File: src/rtl/memwin_pkg.sv
package memwin_pkg;
  localparam int ADDR_W        = 18;
  localparam int WORD_W        = ADDR_W - 1;
  localparam int BANK_W        = 5;
  localparam int BANK_SHIFT    = 12;
  localparam int MAX_BANK      = 28;
  localparam int CAP_W         = 2;
  localparam int CAP_UNIT_LOG2 = 14;
  localparam int MAIN_W        = CAP_UNIT_LOG2 + CAP_W;
  localparam int IO_OPT_W      = 2;
  localparam int IO_BANK       = 31;
  localparam int IO_UNIT_LOG2  = 10;
  localparam int IO_OFF_W      = IO_UNIT_LOG2 + 1;
  localparam int LOCAL_W       = MAIN_W + 1;

  typedef logic [WORD_W-1:0]   word_t;
  typedef logic [WORD_W:0]     span_t;
  typedef logic [MAIN_W-1:0]   main_t;
  typedef logic [IO_OFF_W-1:0] io_off_t;
  typedef logic [LOCAL_W-1:0]  local_t;

  localparam word_t IO_BASE = word_t'(IO_BANK << BANK_SHIFT);

  function automatic word_t bank_base(input logic [BANK_W-1:0] b);
    return word_t'(b) << BANK_SHIFT;
  endfunction

  function automatic span_t cap_words(input logic [CAP_W-1:0] c);
    return (span_t'(c) + span_t'(1)) << CAP_UNIT_LOG2;
  endfunction

  function automatic span_t io_span(input logic [IO_OPT_W-1:0] o);
    case (o)
      IO_OPT_W'(1): return span_t'(1) << IO_UNIT_LOG2;
      IO_OPT_W'(2): return span_t'(2) << IO_UNIT_LOG2;
      default:      return '0;
    endcase
  endfunction
endpackage

File: src/rtl/memwin_main_cmp.sv
module memwin_main_cmp
  import memwin_pkg::*;
(
  input  word_t              word_i,
  input  logic [BANK_W-1:0]  bank_i,
  input  logic [CAP_W-1:0]   cap_i,
  output logic               bank_ok_o,
  output logic               hit_o,
  output main_t              local_o
);
  word_t base;
  span_t end_raw;
  span_t limit;

  always_comb begin
    base      = bank_base(bank_i);
    end_raw   = span_t'(base) + cap_words(cap_i);
    limit     = (end_raw > span_t'(IO_BASE)) ? span_t'(IO_BASE) : end_raw;
    bank_ok_o = (bank_i <= BANK_W'(MAX_BANK));
    hit_o     = bank_ok_o && (word_i >= base) && (span_t'(word_i) < limit);
    local_o   = main_t'(word_i - base);
  end
endmodule

File: src/rtl/memwin_io_cmp.sv
module memwin_io_cmp
  import memwin_pkg::*;
(
  input  word_t               word_i,
  input  logic [IO_OPT_W-1:0] opt_i,
  input  logic                bank_ok_i,
  output logic                hit_o,
  output io_off_t             off_o
);
  word_t off;

  always_comb begin
    off   = word_i - IO_BASE;
    hit_o = bank_ok_i && (word_i >= IO_BASE) && (span_t'(off) < io_span(opt_i));
    off_o = io_off_t'(off);
  end
endmodule

File: src/rtl/memwin_out.sv
module memwin_out
  import memwin_pkg::*;
#(
  parameter bit REG_OUT = 1'b1
) (
  input  logic   clk,
  input  logic   rst_n,
  input  logic   sel_d,
  input  local_t local_d,
  input  logic   io_d,
  output logic   sel_o,
  output local_t local_o,
  output logic   io_o
);
  generate
    if (REG_OUT) begin : g_reg
      always_ff @(posedge clk or negedge rst_n) begin
        if (!rst_n) begin
          sel_o   <= 1'b0;
          local_o <= '0;
          io_o    <= 1'b0;
        end else begin
          sel_o   <= sel_d;
          local_o <= local_d;
          io_o    <= io_d;
        end
      end
    end else begin : g_comb
      always_comb begin
        sel_o   = sel_d;
        local_o = local_d;
        io_o    = io_d;
      end
    end
  endgenerate

  a_r10_idle_zero: assert property (@(posedge clk) disable iff (!rst_n)
    !sel_o |-> (local_o == '0) && !io_o);

  a_r7_io_in_upper_region: assert property (@(posedge clk) disable iff (!rst_n)
    io_o |-> sel_o && local_o[LOCAL_W-1]);
endmodule

File: src/rtl/memwin_decoder.sv
module memwin_decoder
  import memwin_pkg::*;
#(
  parameter bit REG_OUT = 1'b1
) (
  input  logic                 clk,
  input  logic                 rst_n,
  input  logic [ADDR_W-1:0]    bus_addr_n,
  input  logic [BANK_W-1:0]    bank_sel,
  input  logic [CAP_W-1:0]     cap_sel,
  input  logic [IO_OPT_W-1:0]  iopage_opt,
  output logic                 sel,
  output logic [LOCAL_W-1:0]   local_addr,
  output logic                 iopage_hit
);
  word_t   word_addr;
  logic    bank_ok;
  logic    main_hit;
  main_t   main_local;
  logic    io_hit;
  io_off_t io_off;
  logic    sel_d;
  local_t  local_d;

  assign word_addr = ~bus_addr_n[ADDR_W-1:1];

  memwin_main_cmp u_main (
    .word_i    (word_addr),
    .bank_i    (bank_sel),
    .cap_i     (cap_sel),
    .bank_ok_o (bank_ok),
    .hit_o     (main_hit),
    .local_o   (main_local)
  );

  memwin_io_cmp u_io (
    .word_i    (word_addr),
    .opt_i     (iopage_opt),
    .bank_ok_i (bank_ok),
    .hit_o     (io_hit),
    .off_o     (io_off)
  );

  always_comb begin
    sel_d = main_hit || io_hit;
    if (io_hit)
      local_d = {1'b1, {(MAIN_W-IO_OFF_W){1'b0}}, io_off};
    else if (main_hit)
      local_d = {1'b0, main_local};
    else
      local_d = '0;
  end

  memwin_out #(.REG_OUT(REG_OUT)) u_out (
    .clk     (clk),
    .rst_n   (rst_n),
    .sel_d   (sel_d),
    .local_d (local_d),
    .io_d    (io_hit),
    .sel_o   (sel),
    .local_o (local_addr),
    .io_o    (iopage_hit)
  );

  a_r8_bad_bank_no_sel: assert property (@(posedge clk) disable iff (!rst_n)
    (bank_sel > BANK_W'(MAX_BANK)) |-> !main_hit && !io_hit);

  a_r5_main_below_io: assert property (@(posedge clk) disable iff (!rst_n)
    main_hit |-> (word_addr < IO_BASE));

  a_r2_single_window: assert property (@(posedge clk) disable iff (!rst_n)
    !(main_hit && io_hit));

  a_r2_local_in_cap: assert property (@(posedge clk) disable iff (!rst_n)
    main_hit |-> ({2'b00, main_local} < cap_words(cap_sel)));

  a_r6_io_opt_valid: assert property (@(posedge clk) disable iff (!rst_n)
    io_hit |-> (iopage_opt == IO_OPT_W'(1)) || (iopage_opt == IO_OPT_W'(2)));

  a_r3_byte_lane_free: assert property (@(posedge clk) disable iff (!rst_n)
    ($stable(bus_addr_n[ADDR_W-1:1]) && $stable(bank_sel) && $stable(cap_sel) &&
     $stable(iopage_opt) && !$stable(bus_addr_n[0])) |-> $stable(sel_d) && $stable(local_d));
endmodule

File: config.mk
export PLATFORM = sky130hd
export DESIGN_NAME = memwin_decoder
export DESIGN_NICKNAME = d
export VERILOG_FILES = /design/src/rtl/memwin_pkg.sv /design/src/rtl/memwin_main_cmp.sv /design/src/rtl/memwin_io_cmp.sv /design/src/rtl/memwin_out.sv /design/src/rtl/memwin_decoder.sv
export SDC_FILE = /design/constraint.sdc
export NUM_CORES = 1
export LEC_CHECK = 0
export CORE_MARGIN = 8
export CORE_UTILIZATION = 45
export DETAILED_ROUTE_END_ITERATION = 8
export HOLD_SLACK_MARGIN = 0.02
export PLACE_DENSITY = 0.82
export SYNTH_ARGS = -nofsm -noshare
export SYNTH_HDL_FRONTEND = slang
export SYNTH_HIERARCHICAL = 1
export SYNTH_SLANG_ARGS = --single-unit
File: constraint.sdc
create_clock -name clk -period 0.8 [get_ports clk]
set_input_delay 0.16 -clock clk [delete_from_list [all_inputs] [get_ports clk]]
set_output_delay 0.16 -clock clk [all_outputs]
set_load 0.05 [all_outputs]
### Word-level counts from Yosys, hierarchy flattened

Index checks and enable logic that the tools add are counted.

| storage, ports and cells | value |
|---|---|
| bits of input ports | 29 |
| word-level logic and storage cells | 25 |
| bits in registers | 19 |
| output and inout port bits | 19 |

| cells by class | value |
|---|---|
| reduce and logical (&&, ||, !) cells | 5 |
| magnitude comparators | 6 |
| equal/unequal tests | 2 |
| muxes and demuxes | 4 |
| add/sub/neg operators | 4 |
| bitwise operators | 1 |

Operators by type and width:

| operator | count |
|---|---|
| $pmux 12 s2 | 1 |
| $add 17x17->18 | 1 |
| $gt 18x17->1 const B | 1 |
| $lt 17x18->1 | 1 |
| $mux 18 | 1 |
| $ge 17x17->1 | 1 |
| $ge 17x17->1 const B | 1 |
| $lt 17x12->1 | 1 |
| $mux 17 | 1 |
| $not 17->17 | 1 |
| $sub 17x17->17 const B | 1 |
| $mux 16 | 1 |
| $sub 16x16->16 | 1 |
| $le 5x5->1 const B | 1 |
| $logic_and 1x1->1 | 4 |
| $add 2x1->3 const B | 1 |
| $eq 2x1->1 const B | 1 |
| $eq 2x2->1 const B | 1 |
| $logic_or 1x1->1 | 1 |

### Depth between registers and ports, before layout

Gate-level depths: netlist (run 1).

| logic depth | value |
|---|---|
| word-level depth | 8 |
| mapped depth | 15 |
| gate-level depth less buffers | 13 |

### Modules after synthesis

The synthesis (run 1) kept the hierarchy.

By module, submodules not included:

| module | times used | seq. area each (um^2) | area an instance (um^2) | cells an instance |
|---|---|---|---|---|
| memwin_main_cmp | 1 | 0.0 | 536.8 | 69 |
| memwin_out | 1 | 475.5 | 475.5 | 19 |
| memwin_decoder | 1 | 0.0 | 231.5 | 38 |
| memwin_io_cmp | 1 | 0.0 | 136.4 | 17 |

### Worst setup path before layout (run 1)

No wires, ideal clock.

| timing path | value |
|---|---|
| kind | input to register |
| start point | input port cap_sel[0] |
| end point | register u_out.local_o[14] |
| setup time | 66 ps |
| setup slack | -2,040 ps |
| required time | 734 ps |
| path buffers | 2 |
| stages | 14 |
| data arrival time | 2,775 ps |
| cell sequence | ha_1 > ha_1 > a21o_1 > a21o_1 > nor2_1 > ha_1 > a21o_1 > a21o_1 > a2111oi_0 > nor3b_2 > nor2b_1 > buf_6 > buf_6 > and2_1 |

| on the way | value |
|---|---|
| longest elaborated chain between the ends | 8 |

RTL lines:

| item | RTL line | RTL |
|---|---|---|
| from (decl) | memwin_decoder.sv:10 | `input logic [CAP_W-1:0] cap_sel,` |
| $add 2x1->3 * | memwin_pkg.sv:29 | `return (span_t'(c) + span_t'(1)) << CAP_UNIT_LOG2;` |
| $add 17x17->18 * | memwin_main_cmp.sv:17 | `end_raw = span_t'(base) + cap_words(cap_i);` |
| $gt 18x17->1 | memwin_main_cmp.sv:18 | `limit = (end_raw > span_t'(IO_BASE)) ? span_t'(IO_BASE) : end_raw;` |
| $mux 18 * | memwin_main_cmp.sv:18 |  |
| $lt 17x18->1 * | memwin_main_cmp.sv:20 | `hit_o = bank_ok_o && (word_i >= base) && (span_t'(word_i) < limit);` |
| $logic_and 1x1->1 * | memwin_main_cmp.sv:20 |  |
| net main_hit | memwin_decoder.sv:18 | `logic main_hit;` |
| $mux 16 * | memwin_decoder.sv:48 | `else if (main_hit)` |
| $mux 17 * | memwin_decoder.sv:46 | `if (io_hit)` |
| net local_d[14] | memwin_decoder.sv:23 | `local_t local_d;` |
| to (signal assigned) | memwin_out.sv:24 | `local_o <= local_d;` |
| to (decl) | memwin_out.sv:12 | `output local_t local_o,` |

The timed path passes the listed nets; every way through them passes the cells marked *.

### Final worst setup path (run 1)

| timing path | value |
|---|---|
| start point | input port cap_sel[1] |
| end point | register u_out.local_o[3] |

Same word-level chain as after synthesis.

==> results of run 1 <==
[what timing repair did]
item	in CTS	in global routing
buffers inserted	1	0
setup endpoints to repair	38	38
cloned	1	0
gates resized for setup	36	7
pin swaps	21	8
[registers in the layout, summed over array words and instances (netlist names)]
signal and flops:
u_out/sel_o 1, u_out/local_o 17, u_out/io_o 1
[final timing paths]
kind,to,slack [ps]
max,u_out/local_o[3],-1780
max in group asynchronous,u_out/local_o[11],490
min,u_out/sel_o,190
min in group clk,u_out/local_o[11],290
[placed cells by master (no fill, tap or decap), drive strengths merged, types with 2 or more instances in the layout]
master / count
xnor2: 2
dfrtp: 19
nor4: 2
buf: 53
o21ai: 2
a21o: 4
clkbuf: 3
a22o: 11
fa: 2
nor2: 7
nor2b: 2
a2111oi: 2
ha: 14
clkdlybuf4s50: 16
inv: 29
and2: 5
dlygate4sd2: 8
[logic make-up after synthesis]
group,share of synthesized area [%]
simple gates,12.0
compound gates,14.3
flops,34.5
buf+inv,22.4
fa+ha+maj,15.6
xor+xnor,1.27
[power breakdown]
group	internal (uW)	total (uW)	switching, uW
registers	1060	1140	80.9
clock network	187	475	289
logic	941	1770	834
total	2190	3390	1200
[through the flow]
step	area (sq um)	setup WS (ps)	TNS (ps)
3_3_place_gp	2170	-2360	-41580
5_1_grt	2270	-1900	-37420
6_report	2270	-1780	-34820
4_1_cts	2240	-1770	-34990
3_5_place_dp	2170	-2510	-44060
2_1_floorplan	1440	-1800	-29980
[area by class of cell]
| type | instances | area (sq um) |
|---|---|---|
| clock buffer | 3 | 22.5 |
| clock inverter | 1 | 5.00 |
| fill | 192 | 703 |
| inverter | 29 | 109 |
| multi-input combinational | 69 | 699 |
| sequential | 19 | 475 |
| tap | 33 | 41.3 |
| timing repair buffer | 78 | 922 |
[routing by layer]
metal	vias to the layer above	track usage, %	routed length (um)
met5	-	0	0
met3	11	3.63	176
met4	0	8.78	118
met2	41	26.9	1890
li1	560	-	-
met1	540	14.0	1320
==> out/metrics.cfg, run 1 <==
[outcome]
status=finished with violations
failed_checks=setup timing

[cts]
cts_sinks=19
cts_tree=done
cts.htree.levels=1
clk_pin_slew_ps=100
clockBufferDepth=2
cts_hold_buf=0
cts_root_buf=clkbuf_4
numCtsBuffers=3

[critical_path]
crit_path_top_delay_cell=a2111oi_4
crit_chain=buf_8 > ha_4 > ha_4 > a21o_1 > a21o_1 > nor2_1 > ha_1 > a21o_1 > a21o_1 > a2111oi_4 > nor3b_2 > nor2b_4 > buf_6 > a22o_1
crit_path_start_kind=input port
cp_top_family=compound AO/OA/AOI/OAI gates
path_max_fanout=7
path_depth=14
endpoint_kind=register
arrival_ps=2820
crit_top_cell=a21o_1
crit_buf_inv=2
crit_required_ps=1040
critical_path_class=input port to register
startpoint=cap_sel[1]
critPathMaxStageDelay_ps=290

[pwr]
power_density_nw_per_um2=1490
leakagePower_uw=0.00117
total_power_uw=3390
ir_drop_uv=639

[hold_path]
hold_path_class=input port to async pin

[grt]
grt-ovfl-total=0
gr-usage-all-layers_pct=14.5
grt_pass1_vias=1329
grt_max_degree=20
grt_pass1_wl_mm=5.91
grt_antenna_before_repair=0

[synth]
synth_largest_area_cell=dfrtp_1
yosys_warnings=6
synth-seq-cells=19
synthTopCellsByArea=dfrtp_1 (34%), ha_1 (13%), buf_4 (13%)
synth_commonest_cells=inv_1 (29), buf_4 (23), dfrtp_1 (19)
synthDistinctLibCells=33
syn_avg_cell_area_sq_um=9.65
synth_top_cell_area_share_pct=34.5
synth_edf_count=0
netlist_instances=143
synth_seq_area_share_pct=34.5
synthArstFlopShare_pct=100
synth.most_common_cell=inv_1
syn-num-nets=188
synthesis.area_sq_um=1380
ys.flop_type=dfrtp_1

[drt]
dr.pass1.iters=4
drtIter0Drc=40
wl_mm=3.51
drt-vias-per-instance=4.97
ant_nets=0
vias=1152
drc=0
routedWlPerCell_um=15.1

[cells_and_area]
antenna_cells=0
area_growth_pct=64.8
final_cell_count_no_fill=232
final_nets=245
drive_gt1_share_pct=38.2
final_core_util_pct=76.4

[die]
start_util_pct=46.3
dieArea_sq_um=5100
die_h_um=71.4
num_rows=20
coreArea_sq_um=2980
ioPinCount=48
die_w_um=71.4

[timing]
finalHoldViolations=0
worst_hold_slack_ps=187
setup_slack_ps=-1780
setup_viol=38
finalCritPeriodShare_pct=322
rsz0062_at_grt=true
fin_crit_ps=2580
max_clock_freq_mhz=388
max_slew_margin_pct=70.6
drv_slew=0
tightestPinTransition_ps=439

[placement]
place_inst=226
gp_congestion=0.836
dp_hpwl_mm=2.85
port_buffers=46

[run]
drv_cap=0

No activity file was read; power rests on OpenSTA's default activity.
==> inputs of run 2 (changes only) <==
Settings changed: CORE_MARGIN 8 to 1.5.
==> run 2 against run 1 <==
Against the previous run: the run still ends with setup timing left; first-iteration DRC count shrank 65%; sequential cell count is the same; critical path depth is the same; fmax rose by 0.39%; non-clock buffer count decreased by 1; utilization up 3.5 points; final area shrank 0.66%; count of clock-buffer cells in the layout is the same; critical endpoint is now u_out/local_o[1].
==> out/metrics.cfg, run 2 (same netlist as run 1, synthesis figures left out) <==
[timing]
setup_slack_ps=-1770  ; was -1780 ps
finalHoldViolations=0  ; unchanged
tightestPinTransition_ps=511  ; was 439 ps
drv_slew=0  ; unchanged
max_slew_margin_pct=65.9  ; was 70.6%
finalCritPeriodShare_pct=321  ; was 322%
max_clock_freq_mhz=389  ; was 388 MHz
fin_crit_ps=2570  ; was 2580 ps
setup_viol=38  ; unchanged
rsz0062_at_grt=true  ; unchanged
worst_hold_slack_ps=185  ; was 187 ps

[critical_path]
crit_required_ps=1040  ; about the same
crit_top_cell=a21o_1  ; unchanged
crit_path_start_kind=input port  ; unchanged
endpoint_kind=register  ; unchanged
arrival_ps=2800  ; was 2820 ps
path_max_fanout=7  ; unchanged
crit_chain=buf_8 > ha_4 > ha_4 > a21o_1 > a21o_1 > nor2_1 > ha_1 > a21o_1 > a21o_1 > a2111oi_2 > nor3b_2 > nor2b_4 > buf_6 > a22o_1  ; was buf_8 > ha_4 > ha_4 > a21o_1 > a21o_1 > nor2_1 > ha_1 > a21o_1 > a21o_1 > a2111oi_4 > nor3b_2 > nor2b_4 > buf_6 > a22o_1
crit_path_top_delay_cell=a2111oi_2  ; was a2111oi_4
critical_path_class=input port to register  ; unchanged
critPathMaxStageDelay_ps=340  ; was 290 ps

[drt]
vias=1151  ; was 1,152
wl_mm=3.29  ; was 3.51 mm
routedWlPerCell_um=14.4  ; was 15.1 um
drtIter0Drc=14  ; was 40
ant_nets=0  ; unchanged
drt-vias-per-instance=5.03  ; was 4.97
drc=0  ; unchanged
dr.pass1.iters=4  ; unchanged

[pwr]
p_int_uw=2160  ; was 2190 uW
pwr-share-seq_pct=34.2  ; was 33.6%
power_density_nw_per_um2=1480  ; was 1490 nW/um^2
power_switching_share_pct=35.4  ; was 35.5%
clkPwrFrac_pct=14.1  ; was 14.0%
p_sw_uw=1190  ; was 1200 uW
combPwrFrac_pct=51.7  ; was 52.3%
ir_drop_uv=613  ; was 639 uV
leakagePower_uw=0.00117  ; about the same

[die]
dieArea_sq_um=3410  ; was 5100 sq um
die_h_um=58.4  ; was 71.4 um
num_rows=19  ; was 20
start_util_pct=48.8  ; was 46.3%
ioPinCount=48  ; unchanged
die_w_um=58.4  ; was 71.4 um
coreArea_sq_um=2830  ; was 2980 sq um

[run]
drv_cap=0  ; unchanged

[outcome]
failed_checks=setup timing  ; unchanged
status=finished with violations  ; unchanged

[hold_path]
hold_path_class=input port to async pin  ; unchanged

[placement]
dp_hpwl_mm=2.69  ; was 2.85 mm
port_buffers=46  ; unchanged
place_inst=222  ; was 226
dpl_cell_area_sq_um=2150  ; was 2170 sq um
gp_congestion=0.883  ; was 0.836
place_ws_ps=-2420  ; was -2510 ps

[cts]
clockBufferDepth=2  ; unchanged
numCtsBuffers=3  ; unchanged
cts_sinks=19  ; unchanged
cts_tree=done  ; unchanged
clk_pin_slew_ps=110  ; was 100 ps
cts.htree.levels=1  ; unchanged
cts_root_buf=clkbuf_4  ; unchanged
cts_hold_buf=0  ; unchanged

[grt]
grt_pass1_wl_mm=5.32  ; was 5.91 mm
gr-usage-all-layers_pct=21.1  ; was 14.5%
grt_antenna_before_repair=0  ; unchanged
grt_pass1_vias=1236  ; was 1,329
grt_max_degree=20  ; unchanged
grt-ovfl-total=0  ; unchanged

[cells_and_area]
drive_gt1_share_pct=40.4  ; was 38.2%
final_nets=244  ; was 245
area_growth_pct=63.7  ; was 64.8%
antenna_cells=0  ; unchanged
final_cell_mix=inv_1 (25), buf_4 (24), buf_12 (20), dfrtp_1 (19), clkdlybuf4s50_1 (14)  ; was inv_1 (27), buf_4 (25), buf_12 (20), dfrtp_1 (19), clkdlybuf4s50_1 (16)
final_cell_count_no_fill=229  ; was 232
reg_top3=u_out/local_o: 17 flops, u_out/io_o: 1 flops, u_out/sel_o: 1 flops  ; unchanged
final_core_util_pct=79.9  ; was 76.4%
finalInstanceArea_sq_um=2260  ; was 2270 sq um
final_common_cell=inv_1  ; unchanged
top_register=u_out/local_o  ; unchanged
largest_register_ffs=17  ; unchanged

==> run 2: area by class of cell <==
class / count / area [sq um]
repair buffers: 77 / 906
multi-input cells: 69 / 703
fillers: 157 / 569
flip-flops and latches: 19 / 475
inverters: 29 / 109
well taps: 31 / 38.8
clock buffers: 3 / 22.5
clock inverters: 1 / 5.00
==> run 2: final timing paths <==
path | cells past startpoint | to | start | slack [ps]
max | 14 | u_out/local_o[1] | cap_sel[0] | -1770
min | 2 | u_out/io_o | rst_n | 190
min in group clk | 3 | u_out/local_o[11] | bus_addr_n[12] | 310
max in group asynchronous | 2 | u_out/local_o[6] | rst_n | 480
==> run 2: metrics by stage <==
stage,power [uW],setup TNS [ps]
after global placement,2730,-41510
after CTS,3340,-33520
final,3350,-34330
after global routing,3500,-37140
after detailed placement,2800,-42450
after floorplan,2010,-29980
==> run 2: timing repair <==
item | CTS | global route
hold endpoints to repair | 0 | 0
setup buffers | 1 | 2
cloned | 0 | 0
pin swaps | 19 | 12
setup endpoints to repair | 38 | 38
resized for setup | 46 | 10
==> run 2: power groups by stage <==
stage / combinational [uW] / sequential [uW] / clock, uW
floorplan: 540 / 1470 / 0
global placement: 1570 / 1160 / 0
detailed placement: 1630 / 1170 / 0
CTS: 1710 / 1150 / 486
global route: 1820 / 1150 / 525
finish: 1730 / 1150 / 472
==> run 2: routing by layer <==
metal,vias up,global-route usage [%],part of all wire [%]
met1,535,21.1,36
met3,17,3.08,4.3
met4,0,13.6,5.2
met2,44,40.0,54
met5,-,0,0
li1,555,-,-
==> run 2: worst max-delay path: cells and delay by family <==
family                   cells  cell delay, ps
AND/OR/NAND/NOR              3             550
AO/OA/AOI/OAI                6            1150
buffers and inverters        2             240
adder cells (fa/ha/maj)      3             720
==> inputs of run 3 (changes only) <==
Settings changed: ABC_CLOCK_PERIOD_IN_PS set to 800, CORE_UTILIZATION 45 to 42, PLACE_DENSITY 0.82 to 0.81, SYNTH_HIERARCHICAL 1 to not set.
==> run 3 against run 2 <==
Against the previous run: the flow still finishes with violations (setup timing); critical path type unchanged; routed wire length is 58% higher; global-route usage is 11 points higher; critical path depth is 3 lower; synthesized cell count is 24% lower.
==> out/metrics.cfg, run 3 <==
[placement]
port_buffers=46  ; unchanged
dpl_cell_area_sq_um=2160  ; was 2150 sq um
dp_hpwl_mm=3.04  ; was 2.69 mm
gp_congestion=0.845  ; was 0.883

[timing]
rsz0062_at_grt=true  ; unchanged
fin_crit_ps=2290  ; was 2570 ps
tightestPinTransition_ps=323  ; was 511 ps
finalCritPeriodShare_pct=287  ; was 321%
setup_viol=37  ; was 38
drv_slew=0  ; unchanged
max_slew_margin_pct=78.4  ; was 65.9%
setup_slack_ps=-1490  ; was -1770 ps
finalHoldViolations=0  ; unchanged
setup-tns-final_ps=-29860  ; was -34,330 ps
max_clock_freq_mhz=436  ; was 389 MHz

[drt]
vias=1339  ; was 1,151
dr.pass1.iters=4  ; unchanged
routedWlPerCell_um=23.1  ; was 14.4 um
drt-vias-per-instance=5.95  ; was 5.03
ant_nets=0  ; unchanged
wl_mm=5.19  ; was 3.29 mm
drtIter0Drc=39  ; was 14
drc=0  ; unchanged

[cells_and_area]
antenna_cells=0  ; unchanged
top_register=u_out.local_o  ; was u_out/local_o
drive_gt1_share_pct=60.5  ; was 40.4%
final_core_util_pct=94.4  ; was 79.9%
final_cell_mix=buf_4 (35), buf_12 (21), dfrtp_1 (17), clkdlybuf4s50_1 (14), a21oi_2 (12)  ; was inv_1 (25), buf_4 (24), buf_12 (20), dfrtp_1 (19), clkdlybuf4s50_1 (14)
largest_register_ffs=16  ; was 17
finalInstanceArea_sq_um=2400  ; was 2260 sq um
reg_top3=u_out.local_o: 16 flops, u_out.io_o: 1 flops, u_out.sel_o: 1 flops  ; was u_out/local_o: 17 flops, u_out/io_o: 1 flops, u_out/sel_o: 1 flops
area_growth_pct=107  ; was 63.7%
final_nets=242  ; was 244
final_common_cell=buf_4  ; was inv_1

[synth]
synthDistinctLibCells=30  ; was 33
synth_largest_area_cell=dfrtp_1  ; unchanged
syn-num-nets=155  ; was 188
synth-seq-cells=18  ; was 19
ys.flop_type=dfrtp_1  ; unchanged
synth.most_common_cell=dfrtp_1  ; was inv_1
synth_edf_count=0  ; unchanged
synthesis.area_sq_um=1160  ; was 1380 sq um
synth_commonest_cells=dfrtp_1 (18), ha_1 (15), inv_1 (14)  ; was inv_1 (29), buf_4 (23), dfrtp_1 (19)
synthTopCellsByArea=dfrtp_1 (39%), ha_1 (16%), a21oi_2 (6.8%)  ; was dfrtp_1 (34%), ha_1 (13%), buf_4 (13%)
yosys_warnings=0  ; was 6
netlist_instances=109  ; was 143
syn_avg_cell_area_sq_um=10.6  ; was 9.65 sq um
synthArstFlopShare_pct=100  ; unchanged
synth_top_cell_area_share_pct=38.8  ; was 34.5%
synth_seq_area_share_pct=38.8  ; was 34.5%

[pwr]
total_power_uw=3780  ; was 3350 uW
ir_drop_uv=1470  ; was 613 uV
power_density_nw_per_um2=1570  ; was 1480 nW/um^2
leakagePower_uw=0.00114  ; was 0.00117 uW

[critical_path]
crit_chain=clkdlybuf4s15_2 > ha_2 > inv_1 > fa_2 > and3_1 > ha_1 > nand3_1 > nand3_1 > nand2b_4 > a211oi_4 > nor2b_1  ; was buf_8 > ha_4 > ha_4 > a21o_1 > a21o_1 > nor2_1 > ha_1 > a21o_1 > a21o_1 > a2111oi_2 > nor3b_2 > nor2b_4 > buf_6 > a22o_1
crit_path_start_kind=input port  ; unchanged
startpoint=bank_sel[2]  ; was cap_sel[0]
crit_required_ps=1040  ; about the same
critical_path_class=input port to register  ; unchanged
crit_top_cell=nand3_1  ; was a21o_1
endpoint_kind=register  ; unchanged
critPathMaxStageDelay_ps=530  ; was 340 ps
crit_path_top_delay_cell=fa_2  ; was a2111oi_2
crit_buf_inv=2  ; unchanged
path_max_fanout=5  ; was 7
cp_top_family=adder cells  ; was compound AO/OA/AOI/OAI gates
arrival_ps=2530  ; was 2800 ps

[cts]
cts_hold_buf=0  ; unchanged
cts_root_buf=clkbuf_4  ; unchanged
clk_pin_slew_ps=100  ; was 110 ps
numCtsBuffers=3  ; unchanged
cts.htree.levels=1  ; unchanged
cts_tree=done  ; unchanged
cts_sinks=18  ; was 19
clockBufferDepth=2  ; unchanged

[die]
ioPinCount=48  ; unchanged
die_h_um=55.6  ; was 58.4 um
coreArea_sq_um=2540  ; was 2830 sq um
start_util_pct=45.6  ; was 48.8%
dieArea_sq_um=3090  ; was 3410 sq um
die_w_um=55.6  ; was 58.4 um
num_rows=18  ; was 19

[grt]
grt-ovfl-total=0  ; unchanged
gr-usage-all-layers_pct=32.1  ; was 21.1%
grt_pass1_vias=1397  ; was 1,236
grt_pass1_wl_mm=7.45  ; was 5.32 mm
grt_max_degree=13  ; was 20
grt_antenna_before_repair=0  ; unchanged

[outcome]
failed_checks=setup timing  ; unchanged
status=finished with violations  ; unchanged

[run]
drv_cap=0  ; unchanged

[hold_path]
hold_path_class=input port to async pin  ; unchanged

[run 3: worst paths after layout]
check / endpoint / cells past startpoint
worst min-delay path: u_out.io_o / 1
max in group asynchronous: u_out.local_o[14] / 2
min in group clk: u_out.local_o[11] / 3
worst max-delay path: u_out.local_o[13] / 11
[run 3: where the power goes]
group	leakage [uW]	internal (uW)	total, uW	switching (uW)
sequential	0.000241	1010	1110	95.8
clock	0.0000210	279	593	314
combinational	0.000875	1060	2080	1020
total	0.00114	2350	3780	1430
[run 3: cell type report]
type	count	area (sq um)
Multi-Input combinational cell	75	848
Timing Repair Buffer	84	973
Inverter	14	55.1
Clock buffer	4	36.3
Sequential cell	18	452
Fill cell	73	143
Tap cell	30	37.5
[run 3: cell families after synthesis]
logic type               after synthesis  share of synthesized area (%)
AO/OA/AOI/OAI                         24                           17.2
adder cells (fa/ha/maj)               17                           19.6
flip-flops                            18                           38.8
AND/OR/NAND/NOR                       31                           15.8
buffers and inverters                 17                           7.12
XOR/XNOR                               2                           1.51
[run 3: through the flow]
step	worst slack (ps)	hold WS, ps	std cells
final	-1490	58.6	225
after global routing	-1530	41.6	225
after CTS	-1300	60.8	224
after detailed placement	-2050	383	217
after global placement	-1940	374	217
after floorplan	-1360	-136	109
[run 3: repair_timing]
item / in CTS / in global routing
pin swaps: 26 / 14
setup endpoints to repair: 37 / 37
gates cloned: 2 / 0
buffers inserted: 1 / 1
gates resized for setup: 48 / 28
[run 3: layer usage]
layer	GRT usage [%]	up-vias	wire length (um)
li1	-	556	-
met1	36.4	653	1840
met2	55.6	92	2700
met3	5.62	38	319
met4	19.5	0	334
met5	0	-	0
